**src/rtl/sqcsa_pkg.sv**
```systemverilog
// Package: shared group-schedule arithmetic for the carry-select adder.
// Assumes width >= 2. Group 0 is two bits wide and group g (g >= 1) is
// g+1 bits wide; any leftover bits are folded into the last group.
package sqcsa_pkg;

    // Number of groups the schedule yields for a given width.
    function automatic int grp_count(input int width);
        int used;
        int n;
        used = 2;
        n    = 1;
        while (used + n + 1 <= width) begin
            used = used + n + 1;
            n    = n + 1;
        end
        return n;
    endfunction

    // Lowest bit index of group g.
    function automatic int grp_lo(input int width, input int g);
        int lo;
        lo = (g > 0 && width > 0) ? 2 : 0;
        for (int j = 1; j < g; j++) lo = lo + j + 1;
        return lo;
    endfunction

    // Width of group g; the last group takes whatever bits remain.
    function automatic int grp_w(input int width, input int g);
        if (g == grp_count(width) - 1) return width - grp_lo(width, g);
        return (g == 0) ? 2 : g + 1;
    endfunction

endpackage

```
**src/rtl/sqcsa_rca.sv**
```systemverilog
// Module: ripple adder for the carry-in-0 case of one group.
// Bit 0 is a half adder and every higher bit is a full adder.
// Assumes W >= 1. Purely combinational.
module sqcsa_rca #(
    parameter int W = 4
) (
    input  logic [W-1:0] a,
    input  logic [W-1:0] b,
    output logic [W-1:0] s,
    output logic         co
);
    logic [W:0] c;

    // Ripple chain: half adder at bit 0, then a full adder per bit.
    always_comb begin
        c    = '0;
        s    = '0;
        s[0] = a[0] ^ b[0];
        c[1] = a[0] & b[0];
        for (int i = 1; i < W; i++) begin
            s[i]   = a[i] ^ b[i] ^ c[i];
            c[i+1] = (a[i] & b[i]) | (c[i] & (a[i] ^ b[i]));
        end
        co = c[W];
    end
endmodule

```
**src/rtl/sqcsa_bec.sv**
```systemverilog
// Module: increment-by-one converter of N bits (x = v + 1 modulo 2^N).
// Bit i toggles when every bit below it is one, and bit 0 always toggles.
// Assumes N >= 2. Purely combinational.
module sqcsa_bec #(
    parameter int N = 5
) (
    input  logic [N-1:0] v,
    output logic [N-1:0] x
);
    logic [N-1:0] ones_below;

    // Build the AND prefix, then flip each bit whose lower bits are all one.
    always_comb begin
        ones_below[0] = 1'b1;
        for (int i = 1; i < N; i++) ones_below[i] = ones_below[i-1] & v[i-1];
        x = v ^ ones_below;
    end
endmodule

```
**src/rtl/sqcsa_group.sv**
```systemverilog
// Module: one carry-select group. It forms the carry-in-0 result with a
// ripple adder and derives the carry-in-1 result by incrementing it. The
// incoming group carry then selects between the two (W+1 bits, so the
// carry out is chosen together with the sum).
// Assumes W >= 1. Purely combinational.
module sqcsa_group #(
    parameter int W = 4
) (
    input  logic [W-1:0] a,
    input  logic [W-1:0] b,
    input  logic         sel,
    output logic [W-1:0] s,
    output logic         co
);
    localparam int N = W + 1;

    logic [W-1:0] s_zero;
    logic         c_zero;
    logic [N-1:0] inc;

    sqcsa_rca #(.W(W)) u_rca (
        .a  (a),
        .b  (b),
        .s  (s_zero),
        .co (c_zero)
    );

    sqcsa_bec #(.N(N)) u_bec (
        .v ({c_zero, s_zero}),
        .x (inc)
    );

    // Carry-select multiplexer over sum and carry together.
    always_comb begin
        {co, s} = sel ? inc : {c_zero, s_zero};
    end
endmodule

```
**src/rtl/sqcsa_top.sv**
```systemverilog
// Module: square-root carry-select adder, {cout, sum} = opa + opb + cin.
// The groups are laid out by sqcsa_pkg. The select for group g is
// grp_carry[g], with grp_carry[0] = cin. Purely combinational: there is
// no clock or reset.
module sqcsa_top #(
    parameter int WIDTH = 16
) (
    input  logic [WIDTH-1:0] opa,
    input  logic [WIDTH-1:0] opb,
    input  logic             cin,
    output logic [WIDTH-1:0] sum,
    output logic             cout
);
    import sqcsa_pkg::*;

    localparam int NGRP = grp_count(WIDTH);

    logic [NGRP:0] grp_carry;

    // The external carry drives the first select.
    assign grp_carry[0] = cin;

    for (genvar g = 0; g < NGRP; g++) begin : g_grp
        localparam int LO = grp_lo(WIDTH, g);
        localparam int GW = grp_w(WIDTH, g);
        sqcsa_group #(.W(GW)) u_group (
            .a   (opa[LO +: GW]),
            .b   (opb[LO +: GW]),
            .sel (grp_carry[g]),
            .s   (sum[LO +: GW]),
            .co  (grp_carry[g+1])
        );
    end

    // The carry out of the top group is the adder carry out.
    assign cout = grp_carry[NGRP];
endmodule

```
**config.mk**
```make
export PLATFORM = sky130hd
export DESIGN_NAME = sqcsa_top
export DESIGN_NICKNAME = d
export VERILOG_FILES = /design/src/rtl/sqcsa_pkg.sv /design/src/rtl/sqcsa_rca.sv /design/src/rtl/sqcsa_bec.sv /design/src/rtl/sqcsa_group.sv /design/src/rtl/sqcsa_top.sv
export SDC_FILE = /design/constraint.sdc
export NUM_CORES = 1
export LEC_CHECK = 0
export BUFFER_PORTS_ARGS = -buffer_cell sky130_fd_sc_hd__clkbuf_2
export CORE_UTILIZATION = 52
export DETAILED_ROUTE_END_ITERATION = 10
export GPL_ROUTABILITY_DRIVEN = 0
export GPL_TIMING_DRIVEN = 0
export PLACE_DENSITY = 0.93
export SYNTH_ARGS = -nofsm -noshare
export SYNTH_HDL_FRONTEND = slang
export SYNTH_SLANG_ARGS = --single-unit
```
**constraint.sdc**
```tcl
create_clock -name vclk -period 6.9
set_input_delay 1.38 -clock vclk [all_inputs]
set_output_delay 1.38 -clock vclk [all_outputs]
set_load 0.1 [all_outputs]
```
* Word-level counts from Yosys, hierarchy flattened
Index checks and enable logic that the tools add are counted.
** Word-level totals
- Bits in registers :: 0
- Latch bits :: 0
- Memory bits (writable) :: 0
- Bits in read-only memories :: 0
- Input port bits :: 33
- Output and inout port bits :: 17
- Memories :: 0
** Operators by class
- Add/sub/neg operators :: 0
- Multipliers :: 0
- Divide/modulo/power cells :: 0
- Order comparisons :: 0
- Equality and inequality tests :: 0
- Shifts and indexed selects :: 0
- Multiplexer cells :: 5
- Bitwise gates (word level) :: 81
- Reduce and logical (&&, ||, !) cells :: 0
** Operators with widths (count)
- 1-bit AND :: 38
- 1-bit bitwise XOR :: 27
- 1-bit OR :: 11
- 3-bit two-way mux :: 2
- 6-bit two-way mux :: 1
- 3-bit bitwise XOR :: 2
- 6-bit bitwise XOR :: 1
- 5-bit two-way mux :: 1
- 5-bit bitwise XOR :: 1
- 4-bit two-way mux :: 1
- 4-bit bitwise XOR :: 1

* Logic depth before layout (Yosys ltp)
Gate-level depths: netlist of the first run.
- Depth in word-level cells :: 11
- Gate-level depth with buffers :: 12
- Depth with buffers taken out :: 12

* By module
From an unflattened synthesis of the first run, not the netlist that was laid out.
** Second synthesis, totals
- Cells, all modules :: 94
- Area, all modules :: 884.6 um^2
** By module, submodules not included
- sqcsa_rca at g_grp[4].u_group.u_rca :: instances 1, cells each 15, area each 130.1 um^2
- sqcsa_rca at g_grp[3].u_group.u_rca :: instances 1, cells each 14, area each 110.1 um^2
- sqcsa_rca at g_grp[0].u_group.u_rca ... :: instances 2, cells each 7, area each 51.3 um^2
- sqcsa_group at g_grp[4].u_group :: instances 1, cells each 7, area each 101.3 um^2
- sqcsa_rca at g_grp[2].u_group.u_rca :: instances 1, cells each 8, area each 71.3 um^2
- sqcsa_group at g_grp[0].u_group ... :: instances 2, cells each 3, area each 33.8 um^2
- sqcsa_bec at g_grp[4].u_group.u_bec :: instances 1, cells each 6, area each 62.6 um^2
- sqcsa_group at g_grp[3].u_group :: instances 1, cells each 5, area each 56.3 um^2
- sqcsa_bec at g_grp[0].u_group.u_bec ... :: instances 2, cells each 3, area each 25.0 um^2
- sqcsa_bec at g_grp[3].u_group.u_bec :: instances 1, cells each 5, area each 50.0 um^2
- sqcsa_group at g_grp[2].u_group :: instances 1, cells each 4, area each 45.0 um^2
- sqcsa_bec at g_grp[2].u_group.u_bec :: instances 1, cells each 4, area each 37.5 um^2

* Least setup slack after synthesis of the first run
No wires, ideal clock.
- Kind :: input -> output
- Start point :: in opa[7]
- End point :: out sum[11]
- Data arrival time :: 5.167 ns
- Data required time :: 5.520 ns
- Setup slack :: 0.353 ns
- Stages on the path :: 12
- Path buffers :: 0
- Cell sequence :: ha_1 -> inv_1 -> fa_1 -> fa_1 -> fa_1 -> inv_1 -> ha_1 -> inv_1 -> o31a_1 -> o2111ai_2 -> nand3_4 -> xnor2_1
** On the way
- Longest elaborated chain between the ends :: 10
** RTL lines
- start, declared :: RTL line sqcsa_top.sv:8 : input logic [WIDTH-1:0] opa,
- 1-bit AND :: RTL line sqcsa_rca.sv:19 : c[1] = a[0] & b[0];
- 1-bit AND :: RTL line sqcsa_rca.sv:22 : c[i+1] = (a[i] & b[i]) | (c[i] & (a[i] ^ b[i]));
- 1-bit OR :: RTL line sqcsa_rca.sv:22
- 1-bit AND :: RTL line sqcsa_rca.sv:22
- 1-bit OR :: RTL line sqcsa_rca.sv:22
- 1-bit AND or 1-bit bitwise XOR (tied branches) :: RTL line sqcsa_rca.sv:22, sqcsa_rca.sv:21
- 1-bit OR or 1-bit AND (tied branches) :: RTL line sqcsa_rca.sv:22, sqcsa_bec.sv:15
- 5-bit bitwise XOR :: RTL line sqcsa_bec.sv:16 : x = v ^ ones_below;
- 5-bit two-way mux * :: RTL line sqcsa_group.sv:35 : {co, s} = sel ? inc : {c_zero, s_zero};
- 6-bit two-way mux * :: RTL line sqcsa_group.sv:35
- end, declared :: RTL line sqcsa_top.sv:11 : output logic [WIDTH-1:0] sum,
Every way passes the cells marked *; elsewhere a longest branch is shown, timed or not.

* Final worst setup path of the first run
- Start point :: in opa[7]
- End point :: out sum[12]
Same word-level chain as after synthesis.

==> results of run 1 <==
-- layout by cell type (no fill, tap or decap) --
| cell | netlist | layout |
|---|---|---|
| sky130_fd_sc_hd__and4b_1 | 1 | 1 |
| sky130_fd_sc_hd__ha_1 | 16 | 16 |
| sky130_fd_sc_hd__o2111ai_2 | 2 | 2 |
| sky130_fd_sc_hd__o211ai_1 | 1 | 1 |
| sky130_fd_sc_hd__and3b_1 | 1 | 1 |
| sky130_fd_sc_hd__clkbuf_2 | 0 | 50 |
| sky130_fd_sc_hd__nand2_1 | 1 | 1 |
| sky130_fd_sc_hd__o2111ai_1 | 1 | 1 |
| sky130_fd_sc_hd__nand4_1 | 2 | 2 |
| sky130_fd_sc_hd__mux2_2 | 5 | 5 |
| sky130_fd_sc_hd__o221ai_1 | 1 | 1 |
| sky130_fd_sc_hd__mux2_4 | 4 | 4 |
| sky130_fd_sc_hd__nor2_1 | 2 | 2 |
| sky130_fd_sc_hd__o21ai_1 | 1 | 1 |
| sky130_fd_sc_hd__xor2_1 | 2 | 2 |
| sky130_fd_sc_hd__and3b_2 | 1 | 1 |
| sky130_fd_sc_hd__a2111o_1 | 1 | 1 |
| sky130_fd_sc_hd__nor4bb_1 | 1 | 1 |
| sky130_fd_sc_hd__nand4b_1 | 1 | 1 |
| sky130_fd_sc_hd__xnor2_2 | 1 | 1 |
| sky130_fd_sc_hd__xnor2_1 | 5 | 5 |
| sky130_fd_sc_hd__a21boi_2 | 1 | 1 |
| sky130_fd_sc_hd__o31a_1 | 1 | 1 |
| sky130_fd_sc_hd__and2_1 | 2 | 2 |
| sky130_fd_sc_hd__nand3_1 | 1 | 1 |
| sky130_fd_sc_hd__mux2_1 | 2 | 2 |
| sky130_fd_sc_hd__nand3_4 | 1 | 1 |
| sky130_fd_sc_hd__fa_1 | 11 | 11 |
| sky130_fd_sc_hd__inv_1 | 30 | 30 |
-- metal layers --
metal / vias to the layer above / global-route usage / share of wire
li1: 433 / - / -
met1: 418 / 0.224 / 0.38
met2: 28 / 0.465 / 0.57
met3: 0 / 0.0122 / 0.042
met4: 0 / 0.00606 / 0
met5: - / 0 / 0
-- power by group through the flow --
stage                     logic, W  registers (W)  clock network [W]
after global routing      0.000343              0                  0
after global placement    0.000318              0                  0
after floorplan           0.000279              0                  0
after detailed placement  0.000327              0                  0
final                     0.000327              0                  0
after CTS                 0.000328              0                  0
-- worst min path at each step --
| stage | depth (start not counted) | start | slack (ns) | to |
|---|---|---|---|---|
| finish | 3 | cin | 3.37 | sum[0] |
| detailed placement | 3 | cin | 3.36 | sum[0] |
| CTS | 3 | cin | 3.36 | sum[0] |
| global placement | 3 | cin | 3.34 | sum[0] |
| floorplan | 1 | cin | 3.21 | sum[0] |
| global route | 3 | cin | 3.39 | sum[0] |
-- layout make-up --
cell class	instances	share of cell area
repair buffers	50	0.204
well taps	25	0.0255
inverters	30	0.0916
multi-input cells	69	0.679
-- cell families (layout without fill, tap and decap cells) --
group / after synthesis / after routing / synth area share
compound gates: 9 / 9 / 0.0964
xor+xnor: 8 / 8 / 0.0819
fa+ha+maj: 27 / 27 / 0.444
buf+inv: 30 / 80 / 0.119
mux: 11 / 11 / 0.147
simple gates: 14 / 14 / 0.112
-- worst max-delay path: cells and delay by family --
kind                     cells  cell delay, ns
buffers and inverters        4            0.55
AO/OA/AOI/OAI                2            0.40
adder cells (fa/ha/maj)      5            1.61
AND/OR/NAND/NOR              2            0.36
multiplexers                 1            0.31
-- per-stage QoR --
stage	cell area, um^2	total power (W)	instances	hold slack, ns
2_1_floorplan	947	0.000279	99	3.21
3_3_place_gp	1230	0.000318	174	3.34
3_5_place_dp	1230	0.000327	174	3.36
4_1_cts	1230	0.000328	174	3.36
5_1_grt	1230	0.000343	174	3.39
6_report	1230	0.000327	174	3.37
==> flow_metrics.py, run 1 <==
metrics = {
    "global_routing": {
        "grt_max_degree": 8,
        "grt_use_total": 0.212,
        "grt_antenna_before_repair": 0,
        "grt.overflow.total": 0,
        "first_global_vias": 850,
        "global_route_wire_length_before_repair_um": 3350,
    },
    "pwr": {
        "share_seq_of_total_power": 0,
        "sw_frac_of_total": 0.781,
        "total_leakage_power_nw": 0.704,
        "p_switching_w": 0.000255,
        "cell_internal_pwr_w": 0.0000716,
        "clkPwrFrac": 0,
        "combPwrFrac": 1.000,
        "power.density_cell_area_nw_per_um2": 266,
        "worst_ir_drop_vdd_mv": 0.216,
    },
    "synth": {
        "syn_area_per_cell_um2": 9.57,
        "syn_nets": 159,
        "netlist.area_leader.share": 0.232,
        "synth-warning-count": 0,
        "seq_area_frac_synth": 0,
        "netlist_instances": 99,
        "synth.distinct_cells": 28,
        "yosysMostFrequentCell": "sky130_fd_sc_hd__inv_1",
        "main_area_contributors_after_synthesis": "sky130_fd_sc_hd__fa_1 23%, sky130_fd_sc_hd__ha_1 21%, sky130_fd_sc_hd__inv_1 12%",
        "cell_accounting_for_the_most_synthesized_area": "sky130_fd_sc_hd__fa_1",
        "syn_area_um2": 947,
        "netlist_top_cells_count": "30 x sky130_fd_sc_hd__inv_1, 16 x sky130_fd_sc_hd__ha_1, 11 x sky130_fd_sc_hd__fa_1, 5 x sky130_fd_sc_hd__mux2_2, 5 x sky130_fd_sc_hd__xnor2_1",
    },
    "floorplanning": {
        "dieHeight_um": 44.7,
        "area_of_the_placeable_core_um2": 1710,
        "die_area_um2": 2000,
        "placementRows": 15,
        "fp.dieW_um": 44.7,
        "initial_utilization": 0.555,
        "num_io_pins": 50,
    },
    "detailed_routing": {
        "drt_iter0_drc": 12,
        "post-route-drc-count": 0,
        "total_number_of_vias": 879,
        "wl_per_cell_um": 11.4,
        "avgViaCountPerCell": 5.05,
        "total_detailed_routing_wirelength_um": 1980,
        "route.antenna.remaining_nets": 0,
        "drt_first_pass_iters": 4,
    },
    "critical_path": {
        "cpMaxStageDelayCell": "sky130_fd_sc_hd__fa_1",
        "crit_path_end_kind": "primary output",
        "cp-endpoint": "sum[12]",
        "kind_of_launch_point_of_the_worst_setup_path": "primary input",
        "data_required_critical_path_ns": 5.52,
        "cp_data_arrival_time_ns": 4.62,
        "path_class": "in2out",
        "critical_path.most_common_cell": "sky130_fd_sc_hd__fa_1",
        "crit_start": "opa[7]",
        "timing.critical_path.slowest_cell_delay_ns": 0.49,
        "timing.critical_path.cells": "clkbuf_2 > ha_1 > inv_1 > fa_1 > fa_1 > fa_1 > inv_1 > ha_1 > and4b_1 > o221ai_1 > o2111ai_2 > nand3_4 > mux2_4 > clkbuf_2",
        "maximum_net_fanout_on_the_critical_path": 5,
    },
    "cts": {
        "cts_setup_buffers": 0,
        "postCtsHoldBufs": 0,
        "cts_resized": 0,
    },
    "min_path": {
        "worstHoldPathType": "in2out",
    },
    "sta": {
        "final.min_clock_period_ns": 6.00,
        "fmax_mhz": 167,
        "worst_slew_pin_slew_ns": 0.552,
        "grt_setup_unrepaired": "false",
        "final_hold_viol_count": 0,
        "final.setup.tns_ns": 0,
        "number_of_max_slew_violations_in_the_final_report": 0,
        "post-route-period-util": 0.869,
        "slew_headroom": 0.634,
        "worst_slack_ns": 0.903,
        "final-setup-viol-count": 0,
    },
    "placement": {
        "place.port_buffers": 50,
        "post-dp-hpwl_um": 1840,
        "dpl_worst_slack_ns": 0.901,
    },
    "layout": {
        "antennaDiodeCount": 0,
        "n_sequential_cell": 0,
        "final_layout_size_suffix_gt1_frac": 0.436,
        "sequential_cell_area_um2": 0,
        "area.growth.synth_to_final_pct": 29.7,
        "layout.nets": 211,
        "num-fill-cells": 129,
        "postLayoutCoreUtil": 0.719,
        "multi_input_comb_area_um2": 835,
        "clock_buffer_count": 0,
    },
    "job": {
        "max-cap-violations": 0,
    },
    "run_status": {
        "outcome": "finished clean",
    },
}
Power figures use the tool's default switching activity.
==> run 2: changes to the inputs <==
Settings changed: CORE_UTILIZATION 52 to 51, SYNTH_HIERARCHICAL set to 1.
==> flow_metrics.py, run 2 <==
metrics = {
    "detailed_routing": {
        "wl_per_cell_um": 11.5,
        "route.layer.met1.wl_um": 589,
        "dr_wl_met2_um": 1150,
        "topRoutingLayerUsed": "met4",
        "total_number_of_vias": 769,
        "route.antenna.remaining_nets": 0,
        "total_detailed_routing_wirelength_um": 1840,
        "drt_iter0_drc": 5,
        "met3WireLength_um": 82,
        "drt_first_pass_iters": 7,
        "avgViaCountPerCell": 4.81,
        "post-route-drc-count": 3,
    },
    "synth": {
        "netlist.area_leader.share": 0.249,
        "syn_area_per_cell_um2": 9.41,
        "syn_area_um2": 885,
        "synth-warning-count": 6,
        "cell_accounting_for_the_most_synthesized_area": "sky130_fd_sc_hd__fa_1",
        "seq_area_frac_synth": 0,
        "netlist_top_cells_count": "40 x sky130_fd_sc_hd__inv_1, 16 x sky130_fd_sc_hd__ha_1, 15 x sky130_fd_sc_hd__mux2_2, 11 x sky130_fd_sc_hd__fa_1, 6 x sky130_fd_sc_hd__mux2_4",
        "yosysMostFrequentCell": "sky130_fd_sc_hd__inv_1",
        "synth.distinct_cells": 7,
        "syn_nets": 154,
        "main_area_contributors_after_synthesis": "sky130_fd_sc_hd__fa_1 25%, sky130_fd_sc_hd__ha_1 23%, sky130_fd_sc_hd__mux2_2 19%",
        "netlist_instances": 94,
    },
    "pwr": {
        "worst_ir_drop_vdd_mv": 0.266,
        "share_seq_of_total_power": 0,
        "power.density_cell_area_nw_per_um2": 313,
        "p_switching_w": 0.000275,
        "sw_frac_of_total": 0.761,
        "cell_internal_pwr_w": 0.0000862,
        "clkPwrFrac": 0,
        "combPwrFrac": 1.000,
        "total_leakage_power_nw": 0.767,
    },
    "sta": {
        "final.hold.worst_slack_ns": 3.46,
        "final.setup.tns_ns": 0,
        "post-route-period-util": 0.869,
        "final-setup-viol-count": 0,
        "grt_setup_unrepaired": "false",
        "slew_headroom": 0.636,
        "final_hold_viol_count": 0,
        "worst_slew_pin_slew_ns": 0.549,
        "final.min_clock_period_ns": 6.00,
        "fmax_mhz": 167,
        "worst_slack_ns": 0.901,
        "number_of_max_slew_violations_in_the_final_report": 0,
    },
    "floorplanning": {
        "placementRows": 14,
        "dieHeight_um": 43.6,
        "die_area_um2": 1900,
        "fp.dieW_um": 43.6,
        "initial_utilization": 0.567,
        "num_io_pins": 50,
        "area_of_the_placeable_core_um2": 1560,
    },
    "critical_path": {
        "critical_path.most_common_cell": "sky130_fd_sc_hd__mux2_2",
        "maximum_net_fanout_on_the_critical_path": 6,
        "data_required_critical_path_ns": 5.52,
        "path_class": "in2out",
        "path_buf_inv": 5,
        "crit_path_end_kind": "primary output",
        "cp_data_arrival_time_ns": 4.62,
        "timing.critical_path.cells": "clkbuf_2 > ha_1 > inv_1 > fa_1 > inv_1 > ha_1 > xor2_1 > mux2_2 > mux2_2 > mux2_2 > mux2_2 > buf_6 > mux2_4 > clkbuf_2",
        "crit_family": "multiplexers",
        "cpMaxStageDelayCell": "sky130_fd_sc_hd__fa_1",
        "kind_of_launch_point_of_the_worst_setup_path": "primary input",
        "timing.critical_path.slowest_cell_delay_ns": 0.47,
    },
    "min_path": {
        "worst_hold_startpoint": "cin",
        "worst_hold_path.num_cells": 3,
        "worst_hold_path.endpoint": "sum[0]",
        "worstHoldPathType": "in2out",
    },
    "run_status": {
        "violations": "design-rule violations",
        "outcome": "finished, violations left",
    },
    "job": {
        "max-cap-violations": 0,
    },
    "global_routing": {
        "grt_max_degree": 7,
        "grt_antenna_before_repair": 0,
        "grt_use_total": 0.205,
        "global_route_wire_length_before_repair_um": 3040,
        "grt.overflow.total": 0,
        "first_global_vias": 832,
    },
    "placement": {
        "post-dp-hpwl_um": 1790,
        "placement.cell_area_um2": 1150,
        "place.port_buffers": 50,
        "dpl_worst_slack_ns": 0.893,
    },
    "layout": {
        "final_design_area_no_fill_um2": 1150,
        "antennaDiodeCount": 0,
        "num-fill-cells": 123,
        "sequential_cell_area_um2": 0,
        "n_sequential_cell": 0,
        "area.growth.synth_to_final_pct": 30.6,
        "clock_buffer_count": 0,
        "postLayoutCoreUtil": 0.741,
        "commonest_cells_after_routing_fill_and_taps_aside": "50 x sky130_fd_sc_hd__clkbuf_2, 40 x sky130_fd_sc_hd__inv_1, 16 x sky130_fd_sc_hd__ha_1",
        "final_layout_size_suffix_gt1_frac": 0.500,
        "layout_commonest_cell": "sky130_fd_sc_hd__clkbuf_2",
        "layout.nets": 206,
    },
    "cts": {
        "cts_setup_buffers": 0,
        "cts_resized": 0,
        "postCtsHoldBufs": 0,
    },
}
## run 2: cells by family after synthesis
logic type,count (synthesis),synth area share
XOR/XNOR,5,0.0495
adder cells (fa/ha/maj),27,0.475
buffers and inverters,41,0.182
multiplexers,21,0.293
## run 2: cell type report
cell class	instances	area, um^2	share of cell area
Timing Repair Buffer	50	250	0.217
Buffer	1	11.3	0.00975
Inverter	40	150	0.130
Multi-Input combinational cell	53	723	0.626
Tap cell	16	20.0	0.0173
## run 2: routing by layer
layer	up-vias	global-route usage
met4	0	0.0313
li1	379	-
met3	2	0.00833
met5	-	0
met1	358	0.172
met2	30	0.490
## run 2: worst max-delay path by stage
| stage | cells after the start | to | start |
|---|---|---|---|
| after floorplan | 12 | cout | opa[0] |
| after global placement | 14 | sum[15] | opa[0] |
| after detailed placement | 14 | cout | opa[0] |
| after CTS | 14 | cout | opa[0] |
| after global routing | 14 | sum[13] | opa[0] |
| final | 14 | sum[14] | opa[0] |
## run 2: power by group through the flow
stage	clock (W)	sequential, W	combinational [W]
after floorplan	0	0	0.000309
final	0	0	0.000361
after global placement	0	0	0.000349
after detailed placement	0	0	0.000363
after global routing	0	0	0.000377
after CTS	0	0	0.000363
## run 2: metrics by stage
stage | total power (W) | std cells
after CTS | 0.000363 | 160
final | 0.000361 | 160
after global routing | 0.000377 | 160
after detailed placement | 0.000363 | 160
after floorplan | 0.000309 | 94
after global placement | 0.000349 | 160
==> run 3: changes to the inputs <==
Settings changed: REMOVE_ABC_BUFFERS set to 1.
==> flow_metrics.py, run 3 (synthesis results as in run 2) <==
metrics = {
    "layout": {
        "clock_buffer_count": 0,
        "area.growth.synth_to_final_pct": 29.3,
        "layout.nets": 205,
        "antennaDiodeCount": 0,
        "commonest_cells_after_routing_fill_and_taps_aside": "50 x sky130_fd_sc_hd__clkbuf_2, 40 x sky130_fd_sc_hd__inv_1, 16 x sky130_fd_sc_hd__ha_1",
        "layout_commonest_cell": "sky130_fd_sc_hd__clkbuf_2",
        "sequential_cell_area_um2": 0,
        "num-fill-cells": 136,
        "final_layout_size_suffix_gt1_frac": 0.497,
        "n_sequential_cell": 0,
    },
    "detailed_routing": {
        "drt_iter0_drc": 4,
        "drt_first_pass_iters": 6,
        "route.antenna.remaining_nets": 0,
        "total_number_of_vias": 762,
        "wl_per_cell_um": 10.8,
        "total_detailed_routing_wirelength_um": 1720,
        "avgViaCountPerCell": 4.79,
        "post-route-drc-count": 3,
    },
    "sta": {
        "final.min_clock_period_ns": 6.00,
        "grt_setup_unrepaired": "false",
        "fmax_mhz": 167,
        "number_of_max_slew_violations_in_the_final_report": 0,
        "final-setup-viol-count": 0,
        "worst_slew_pin_slew_ns": 0.554,
        "slew_headroom": 0.632,
        "final_hold_viol_count": 0,
        "final.setup.tns_ns": 0,
        "post-route-period-util": 0.870,
    },
    "cts": {
        "cts_setup_buffers": 0,
        "postCtsHoldBufs": 0,
        "cts_resized": 0,
    },
    "pwr": {
        "cell_internal_pwr_w": 0.0000827,
        "power.density_cell_area_nw_per_um2": 311,
        "p_switching_w": 0.000273,
        "share_seq_of_total_power": 0,
        "sw_frac_of_total": 0.767,
        "clkPwrFrac": 0,
        "combPwrFrac": 1.000,
        "worst_ir_drop_vdd_mv": 0.207,
        "total_leakage_power_nw": 0.761,
        "post-layout-total-power_w": 0.000355,
    },
    "global_routing": {
        "grt_max_degree": 7,
        "global_route_wire_length_before_repair_um": 2820,
        "grt_use_total": 0.190,
        "grt.overflow.total": 0,
        "first_global_vias": 753,
        "grt_antenna_before_repair": 0,
    },
    "min_path": {
        "worstHoldPathType": "in2out",
        "worst_hold_startpoint": "cin",
    },
    "critical_path": {
        "data_required_critical_path_ns": 5.52,
        "maximum_net_fanout_on_the_critical_path": 6,
        "path_class": "in2out",
        "kind_of_launch_point_of_the_worst_setup_path": "primary input",
        "cp_data_arrival_time_ns": 4.62,
        "crit_path_end_kind": "primary output",
        "crit_start": "opb[0]",
    },
    "placement": {
        "place.port_buffers": 50,
        "post-dp-hpwl_um": 1670,
    },
    "floorplanning": {
        "die_area_um2": 1900,
        "dieHeight_um": 43.6,
        "num_io_pins": 50,
        "fp.dieW_um": 43.6,
        "initial_utilization": 0.567,
        "area_of_the_placeable_core_um2": 1560,
        "placementRows": 14,
    },
    "job": {
        "max-cap-violations": 0,
    },
    "run_status": {
        "violations": "design-rule violations",
        "outcome": "finished, violations left",
    },
}
run 3: cell count changes in the layout (fill, tap and decap cells not counted):
cell	previous run	this run
sky130_fd_sc_hd__buf_6	1	0
run 3: area by class of cell:
class	instances	area [um^2]	share of cell area
Tap cell	16	20.0	0.0175
Inverter	40	150	0.131
Multi-Input combinational cell	53	723	0.632
Timing Repair Buffer	50	250	0.219
run 3: per-layer routing:
metal	part of all wire	global-route usage	up-vias	routed length (um)
met4	0	0	0	0
met3	0.037	0	0	63
met2	0.63	0.466	29	1080
met5	0	0	-	0
met1	0.34	0.165	356	581
li1	-	-	377	-
run 3: power groups by stage:
stage	registers, W	logic, W	clock network, W
finish	0	0.000355	0
detailed placement	0	0.000357	0
global route	0	0.000372	0
floorplan	0	0.000306	0
global placement	0	0.000346	0
CTS	0	0.000358	0
run 3: worst max-delay path, cell delays in order:
cell and delay, ns:
sky130_fd_sc_hd__clkbuf_2 0.08, sky130_fd_sc_hd__ha_1 0.13, sky130_fd_sc_hd__inv_1 0.05, sky130_fd_sc_hd__fa_1 0.48, sky130_fd_sc_hd__inv_1 0.06, sky130_fd_sc_hd__ha_1 0.19, sky130_fd_sc_hd__xor2_1 0.16, sky130_fd_sc_hd__mux2_2 0.30
sky130_fd_sc_hd__mux2_2 0.33, sky130_fd_sc_hd__mux2_2 0.31, sky130_fd_sc_hd__mux2_2 0.45, sky130_fd_sc_hd__mux2_4 0.32, sky130_fd_sc_hd__clkbuf_2 0.37
run 3: final timing paths:
check	end	slack, ns	cells after the start
setup / recovery	sum[14]	0.90	13
hold / removal	sum[0]	3.47	3
run 3: per-stage QoR:
| step | worst slack [ns] | utilization | cells | instance area (um^2) | hold slack, ns |
|---|---|---|---|---|---|
| finish | 0.899 | 0.734 | 159 | 1140 | 3.47 |
| global route | 0.800 | 0.734 | 159 | 1140 | 3.50 |
| CTS | 0.890 | 0.734 | 159 | 1140 | 3.47 |
| detailed placement | 0.899 | 0.734 | 159 | 1140 | 3.47 |
| global placement | 0.971 | 0.734 | 159 | 1140 | 3.46 |
| floorplan | 1.38 | - | 93 | 873 | 3.23 |
